[src/rtl/rwg_pkg.sv]
package rwg_pkg;
  typedef enum logic [1:0] {
    OP_IDLE    = 2'd0,
    OP_WR_PAIR = 2'd1,
    OP_WR_ONE  = 2'd2,
    OP_RSVD    = 2'd3
  } op_e;

  // selector codes of the guarded group; codes at or above NUM_GUARDED are external
  localparam int unsigned SEL_STAT_NV = 0;
  localparam int unsigned SEL_STAT_V  = 1;
  localparam int unsigned SEL_CFG_NV  = 2;
  localparam int unsigned SEL_CFG_V   = 3;
  localparam int unsigned NUM_GUARDED = 4;

  localparam int unsigned WD_BIT   = 7;  // non-volatile status
  localparam int unsigned QUAD_BIT = 1;  // volatile config
  localparam int unsigned BUSY_BIT = 1;  // volatile status
endpackage

[src/rtl/rwg_gate.sv]
module rwg_gate
  import rwg_pkg::*;
#(
  parameter int unsigned NUM_SEL = 8,
  parameter int unsigned SEL_W   = $clog2(NUM_SEL)
) (
  input  logic               valid_i,
  input  logic [1:0]         op_i,
  input  logic [SEL_W-1:0]   sel_i,
  input  logic               wp_ni,
  input  logic               wd_i,
  input  logic               quad_i,
  input  logic               busy_i,
  output logic               accept_o,
  output logic               pair_o,
  output logic [NUM_SEL-1:0] mask_o
);
  op_e  op;
  logic is_pair, is_one, guard_on, hits_guarded;

  assign op       = op_e'(op_i);
  assign is_pair  = (op == OP_WR_PAIR);
  assign is_one   = (op == OP_WR_ONE);
  // pin only counts with quad mode off
  assign guard_on = !quad_i && !wp_ni && wd_i;
  assign hits_guarded = is_pair || (is_one && (sel_i < SEL_W'(NUM_GUARDED)));

  assign accept_o = valid_i && !busy_i && (is_pair || is_one) && !(guard_on && hits_guarded);
  assign pair_o   = is_pair;

  for (genvar g = 0; g < NUM_SEL; g++) begin : g_mask
    localparam logic IN_GROUP = (g < NUM_GUARDED);
    assign mask_o[g] = is_pair ? IN_GROUP : (sel_i == SEL_W'(g));
  end
endmodule

[src/rtl/rwg_busy.sv]
module rwg_busy #(
  parameter int unsigned BUSY_CYCLES = 4,
  localparam int unsigned CNT_W = $clog2(BUSY_CYCLES + 1)
) (
  input  logic clk_i,
  input  logic rst_ni,
  input  logic start_i,
  output logic busy_o
);
  logic [CNT_W-1:0] cnt_q;

  always_ff @(posedge clk_i or negedge rst_ni) begin
    if (!rst_ni) begin
      cnt_q <= '0;
    end else if (start_i) begin
      cnt_q <= CNT_W'(BUSY_CYCLES);
    end else if (cnt_q != '0) begin
      cnt_q <= cnt_q - 1'b1;
    end
  end

  assign busy_o = (cnt_q != '0);
endmodule

[src/rtl/rwg_regs.sv]
module rwg_regs
  import rwg_pkg::*;
#(
  parameter int unsigned DATA_W  = 8,
  parameter int unsigned NUM_SEL = 8,
  localparam int unsigned CMD_W  = 2 * DATA_W
) (
  input  logic               clk_i,
  input  logic               rst_ni,
  input  logic               we_i,
  input  logic               pair_i,
  input  logic [NUM_SEL-1:0] mask_i,
  input  logic [CMD_W-1:0]   data_i,
  output logic [NUM_SEL-1:0] wr_en_o,
  output logic [CMD_W-1:0]   wr_data_o,
  output logic [DATA_W-1:0]  stat_nv_o,
  output logic [DATA_W-1:0]  stat_v_o,
  output logic [DATA_W-1:0]  cfg_nv_o,
  output logic [DATA_W-1:0]  cfg_v_o
);
  localparam logic [DATA_W-1:0] BUSY_MASK = DATA_W'(1) << BUSY_BIT;

  logic [DATA_W-1:0] lo_byte, hi_byte, cfg_src;

  assign lo_byte = data_i[DATA_W-1:0];
  assign hi_byte = data_i[CMD_W-1:DATA_W];
  // paired write carries config in the upper byte
  assign cfg_src = pair_i ? hi_byte : lo_byte;

  always_ff @(posedge clk_i or negedge rst_ni) begin
    if (!rst_ni) begin
      wr_en_o   <= '0;
      wr_data_o <= '0;
    end else begin
      wr_en_o <= we_i ? mask_i : '0;
      if (we_i) wr_data_o <= data_i;
    end
  end

  always_ff @(posedge clk_i or negedge rst_ni) begin
    if (!rst_ni) begin
      stat_nv_o <= '0;
      stat_v_o  <= '0;
      cfg_nv_o  <= '0;
      cfg_v_o   <= '0;
    end else if (we_i) begin
      if (mask_i[SEL_STAT_NV]) stat_nv_o <= lo_byte;
      if (mask_i[SEL_STAT_V])  stat_v_o  <= lo_byte & ~BUSY_MASK;
      if (mask_i[SEL_CFG_NV])  cfg_nv_o  <= cfg_src;
      if (mask_i[SEL_CFG_V])   cfg_v_o   <= cfg_src;
    end
  end
endmodule

[src/rtl/regwr_guard.sv]
module regwr_guard
  import rwg_pkg::*;
#(
  parameter int unsigned DATA_W      = 8,
  parameter int unsigned NUM_SEL     = 8,
  parameter int unsigned BUSY_CYCLES = 4,
  localparam int unsigned SEL_W      = $clog2(NUM_SEL),
  localparam int unsigned CMD_W      = 2 * DATA_W
) (
  input  logic               clk_i,
  input  logic               rst_ni,
  input  logic               cmd_valid_i,
  input  logic [1:0]         cmd_op_i,
  input  logic [SEL_W-1:0]   cmd_sel_i,
  input  logic [CMD_W-1:0]   cmd_data_i,
  input  logic               wp_ni,
  output logic [NUM_SEL-1:0] wr_en_o,
  output logic [CMD_W-1:0]   wr_data_o,
  output logic [DATA_W-1:0]  stat_nv_o,
  output logic [DATA_W-1:0]  stat_v_o,
  output logic [DATA_W-1:0]  cfg_nv_o,
  output logic [DATA_W-1:0]  cfg_v_o
);
  logic               accept, pair, busy;
  logic [NUM_SEL-1:0] mask;
  logic [DATA_W-1:0]  stat_v_raw;

  rwg_gate #(.NUM_SEL(NUM_SEL), .SEL_W(SEL_W)) u_gate (
    .valid_i (cmd_valid_i),
    .op_i    (cmd_op_i),
    .sel_i   (cmd_sel_i),
    .wp_ni   (wp_ni),
    .wd_i    (stat_nv_o[WD_BIT]),
    .quad_i  (cfg_v_o[QUAD_BIT]),
    .busy_i  (busy),
    .accept_o(accept),
    .pair_o  (pair),
    .mask_o  (mask)
  );

  rwg_busy #(.BUSY_CYCLES(BUSY_CYCLES)) u_busy (
    .clk_i  (clk_i),
    .rst_ni (rst_ni),
    .start_i(accept),
    .busy_o (busy)
  );

  rwg_regs #(.DATA_W(DATA_W), .NUM_SEL(NUM_SEL)) u_regs (
    .clk_i    (clk_i),
    .rst_ni   (rst_ni),
    .we_i     (accept),
    .pair_i   (pair),
    .mask_i   (mask),
    .data_i   (cmd_data_i),
    .wr_en_o  (wr_en_o),
    .wr_data_o(wr_data_o),
    .stat_nv_o(stat_nv_o),
    .stat_v_o (stat_v_raw),
    .cfg_nv_o (cfg_nv_o),
    .cfg_v_o  (cfg_v_o)
  );

  always_comb begin
    stat_v_o           = stat_v_raw;
    stat_v_o[BUSY_BIT] = busy;
  end
endmodule

[config.mk]
export PLATFORM = sky130hd
export DESIGN_NAME = regwr_guard
export DESIGN_NICKNAME = d
export VERILOG_FILES = /design/src/rtl/rwg_pkg.sv /design/src/rtl/rwg_gate.sv /design/src/rtl/rwg_busy.sv /design/src/rtl/rwg_regs.sv /design/src/rtl/regwr_guard.sv
export SDC_FILE = /design/constraint.sdc
export NUM_CORES = 1
export LEC_CHECK = 0
export ABC_AREA = 0
export CORE_ASPECT_RATIO = 0.7
export CORE_MARGIN = 2
export CORE_UTILIZATION = 49
export CTS_CLUSTER_DIAMETER = 200
export CTS_CLUSTER_SIZE = 12
export DETAILED_ROUTE_END_ITERATION = 8
export PLACE_DENSITY_LB_ADDON = 0.08
export REMOVE_ABC_BUFFERS = 1
export SYNTH_ARGS = -nofsm -noshare
export SYNTH_HDL_FRONTEND = slang
export SYNTH_SLANG_ARGS = --single-unit
[constraint.sdc]
create_clock -name clk_i -period 5 [get_ports clk_i]
set_input_delay 0.75 -clock clk_i [delete_from_list [all_inputs] [get_ports clk_i]]
set_output_delay 0.75 -clock clk_i [all_outputs]
set_load 0.03 [all_outputs]
==> metrics.md <==
| Metric | Value |
|---|---|
| Ys async rst share | `100%` |
| Post-CTS resize count | `0` |
| Syn-to-layout area delta | `42.0%` |
| Sequential area share after synthesis | `between 50% and 60%` |
| Switch share | `38.2%` |
| DR vias/cell | `5.00` |
| Synth Cell Area | `2460 sq um` |
| Drt first-iter violations | `68` |
| Pin count of the biggest net entering global routing | `59` |
| WL final | `5250 um` |
| Gr ovfl total | `0` |
| Drt pass-1 iters | `4` |
| Final Hold Viols | `0` |
| Mean Syn Cell Area | `14.7 sq um` |
| Full die area | `5620 sq um` |
| Yosys top cell by area | `dfrtp_1` |
| Max Cap Viol | `0` |
| Clock tree buffer depth | `2` |
| Clock tree root driver cell | `clkbuf_8` |
| Chip width | `between 80 and 90 um` |
| Dominant synthesized flop cell | `dfrtp_1` |
| Worst clock skew | `0.00775 ns` |
| WS Path Type | `in -> reg` |
| P_int | `about 1.4 mW` |
| Num CTS Buffers | `9` |
| Filler instances | `363` |
| Post-DRT Antenna Nets | `0` |
| Core Util, Final | `between 70% and 80%` |
| CP Data Arrival Time | `3.00 ns` |
| Post-synth top cells | `58 x dfrtp_1, 53 x mux2_2, 7 x nor2_1, 6 x inv_1, 5 x ha_1` |
| Setup tns final | `0 ns` |
| Hold Slack | `0.504 ns` |
| Row count | `21` |
| I/O pin count | `81` |
| # hold bufs at CTS | `0` |
| Part of the power in the clock network | `between 10% and 20%` |
| Slew Limit Fails | `0` |
| CP Launch Type | `primary input` |
| Sw Pwr | `~860 uW` |
| CTS tree | `built` |
| Cells after Synth | `roughly 170` |
| Ys Warns | `0` |
| DIE HEIGHT | `between 60 and 70 um` |
| Post-CTS setup buffers | `0` |
| Initial antenna violation count | `0` |
| Pwr per Cell Area | `approximately 640 nW/um^2` |
| HPWL Detailed | `3670 um` |
| Tot GR Track Use | `20.9%` |
| Seq pwr share | `34.1%` |
| Synth area leaders | `dfrtp_1 59%, mux2_2 24%, ha_1 2.5%` |
| Max FO, Critical Path | `17` |
| Total power | `2.25 mW` |
| Fmax | `roughly 360 MHz` |
| Leak pwr | `1.54 nW` |
| Post-layout min period | `~2.8 ns` |
| Logic gate share of total power | `between 40 and 50%` |
| Peak VDD IR | `304 uV` |
| FF+latch count, synth | `58` |
| Drt wl/cell | `16.1 um` |
| Initial core utilization | `51.2%` |
| Final Setup Violations | `0` |
| First-pass GRT wire length | `about 8600 um` |
| Post-synth EDFFs | `0` |
| Share of cells above drive strength 1 | `30.7%` |
| Vias | `1631` |
| Most frequent cell after synthesis | `dfrtp_1` |
| Outcome | `finished clean` |
| Placed Cells | `310` |
| Netlist cell types | `26` |
| Crit share post-route | `55.8%` |
| Min-delay worst type | `reg -> reg` |
| Placer Congestion | `0.784` |
| Top cell type's share of synthesized area | `about 60%` |
| Slew HR | `46.4%` |
| N_diodes | `0` |
| Unrepaired setup endpoints after global routing | `false` |
| Port bufs | `80` |
| Post-Layout Cell Count | `326` |
| Worst-path clk slew | `0.06 ns` |
| Worst Tran Pin Value | `roughly 0.8 ns` |
| Sink Count | `between 50 and 60` |
| Crit end category | `flop` |
| WP data required | `5.21 ns` |
| Clock latency on the worst-skew pair | `about 0.33 ns` |
| Core Area | `4810 sq um` |
| Vias in the first global route | `1672` |
| Post-route DRC | `0` |
| H-tree depth | `3` |
| Nets@finish | `282` |
==> worst max-delay path, cell delays in order <==
cell and delay, ns:
clkdlybuf4s50_1 0.52, inv_1 0.06, ha_1 0.30, and4bb_2 0.39
nand2_1 0.50, mux2_2 0.48
==> final timing paths <==
kind                       slack [ns]                               to  depth (start not counted)                            start
min reg2reg                      0.50  u_regs.wr_data_o[4]$_DFFE_PN0P_                          1  u_regs.wr_data_o[4]$_DFFE_PN0P_
max reg2reg                      2.79   u_regs.stat_v_o[0]$_DFFE_PN0P_                          6      u_busy.cnt_q[1]$_DFFE_PN0P_
min                              0.50  u_regs.wr_data_o[4]$_DFFE_PN0P_                          1  u_regs.wr_data_o[4]$_DFFE_PN0P_
min in group asynchronous        0.55      u_regs.wr_en_o[3]$_DFF_PN0_                          2                           rst_ni
max                              2.21  u_regs.wr_data_o[5]$_DFFE_PN0P_                          6                      cmd_op_i[0]
max in group asynchronous        3.97  u_regs.wr_data_o[9]$_DFFE_PN0P_                          2                           rst_ni
==> power by group through the flow <==
stage,clock (mW),combinational [mW],sequential [mW]
after floorplan,0,0.263,1.13
after CTS,0.416,1.09,0.772
after global routing,0.437,1.14,0.798
after detailed placement,0,1.09,0.776
after global placement,0,1.07,0.772
final,0.403,1.08,0.769
==> metrics by stage <==
step,worst slack (ns),cell area [sq um]
final,2.21,3500
after global routing,2.10,3500
after CTS,2.23,3500
after detailed placement,1.85,3310
after global placement,1.91,3310
after floorplan,2.65,2420
==> cell families after synthesis <==
| group | Yosys count | share of synthesized area [%] |
|---|---|---|
| compound gates | 8 | 2.59 |
| xor+xnor | 1 | 0.356 |
| fa+ha+maj | 5 | 2.54 |
| buf+inv | 13 | 2.54 |
| flops | 58 | 58.9 |
| mux | 55 | 25.1 |
| simple gates | 27 | 7.98 |
==> layout by cell type, fill, tap and decap left out, types with 2 or more instances in the layout <==
cell,count
a21oi_1,2
clkbuf_8,9
clkdlybuf4s50_1,79
clkinv_2,4
dfrtp_1,58
ha_1,5
inv_1,6
mux2_2,53
mux2i_1,2
nand2_1,4
nor2_1,7
nor3_1,3
nor3_4,3
nor3b_1,4
o211ai_2,2
o21ai_0,2
==> cell type report <==
cell class                 instances  area (sq um)  share of cell area [%]
clock inverter                     6          57.6                    1.65
sequential                        58          1450                    41.5
inverter                           6          22.5                   0.644
clock buffer                      10           128                    3.65
multi-input combinational         96           948                    27.1
tap                               69          86.3                    2.47
timing repair buffer              81           803                    23.0
==> metal layers <==
layer  GRT usage, %  wire length (um)  share of wire, %  up-vias
li1               -                 -                 -      761
met1           28.6              2410                46      801
met2           29.1              2320                44       65
met3           10.9               494               9.4        4
met4           5.68                25              0.48        0
met5              0                 0                 0        -
==> registers in the layout, summed over array words and instances (netlist names) <==
name / count
u_busy.cnt_q: 3
u_regs.cfg_v_o: 8
u_regs.stat_nv_o: 8
u_regs.stat_v_o: 7
u_regs.wr_data_o: 16
u_regs.cfg_nv_o: 8
u_regs.wr_en_o: 8
Note: power is estimated with default switching activity, not from simulation.
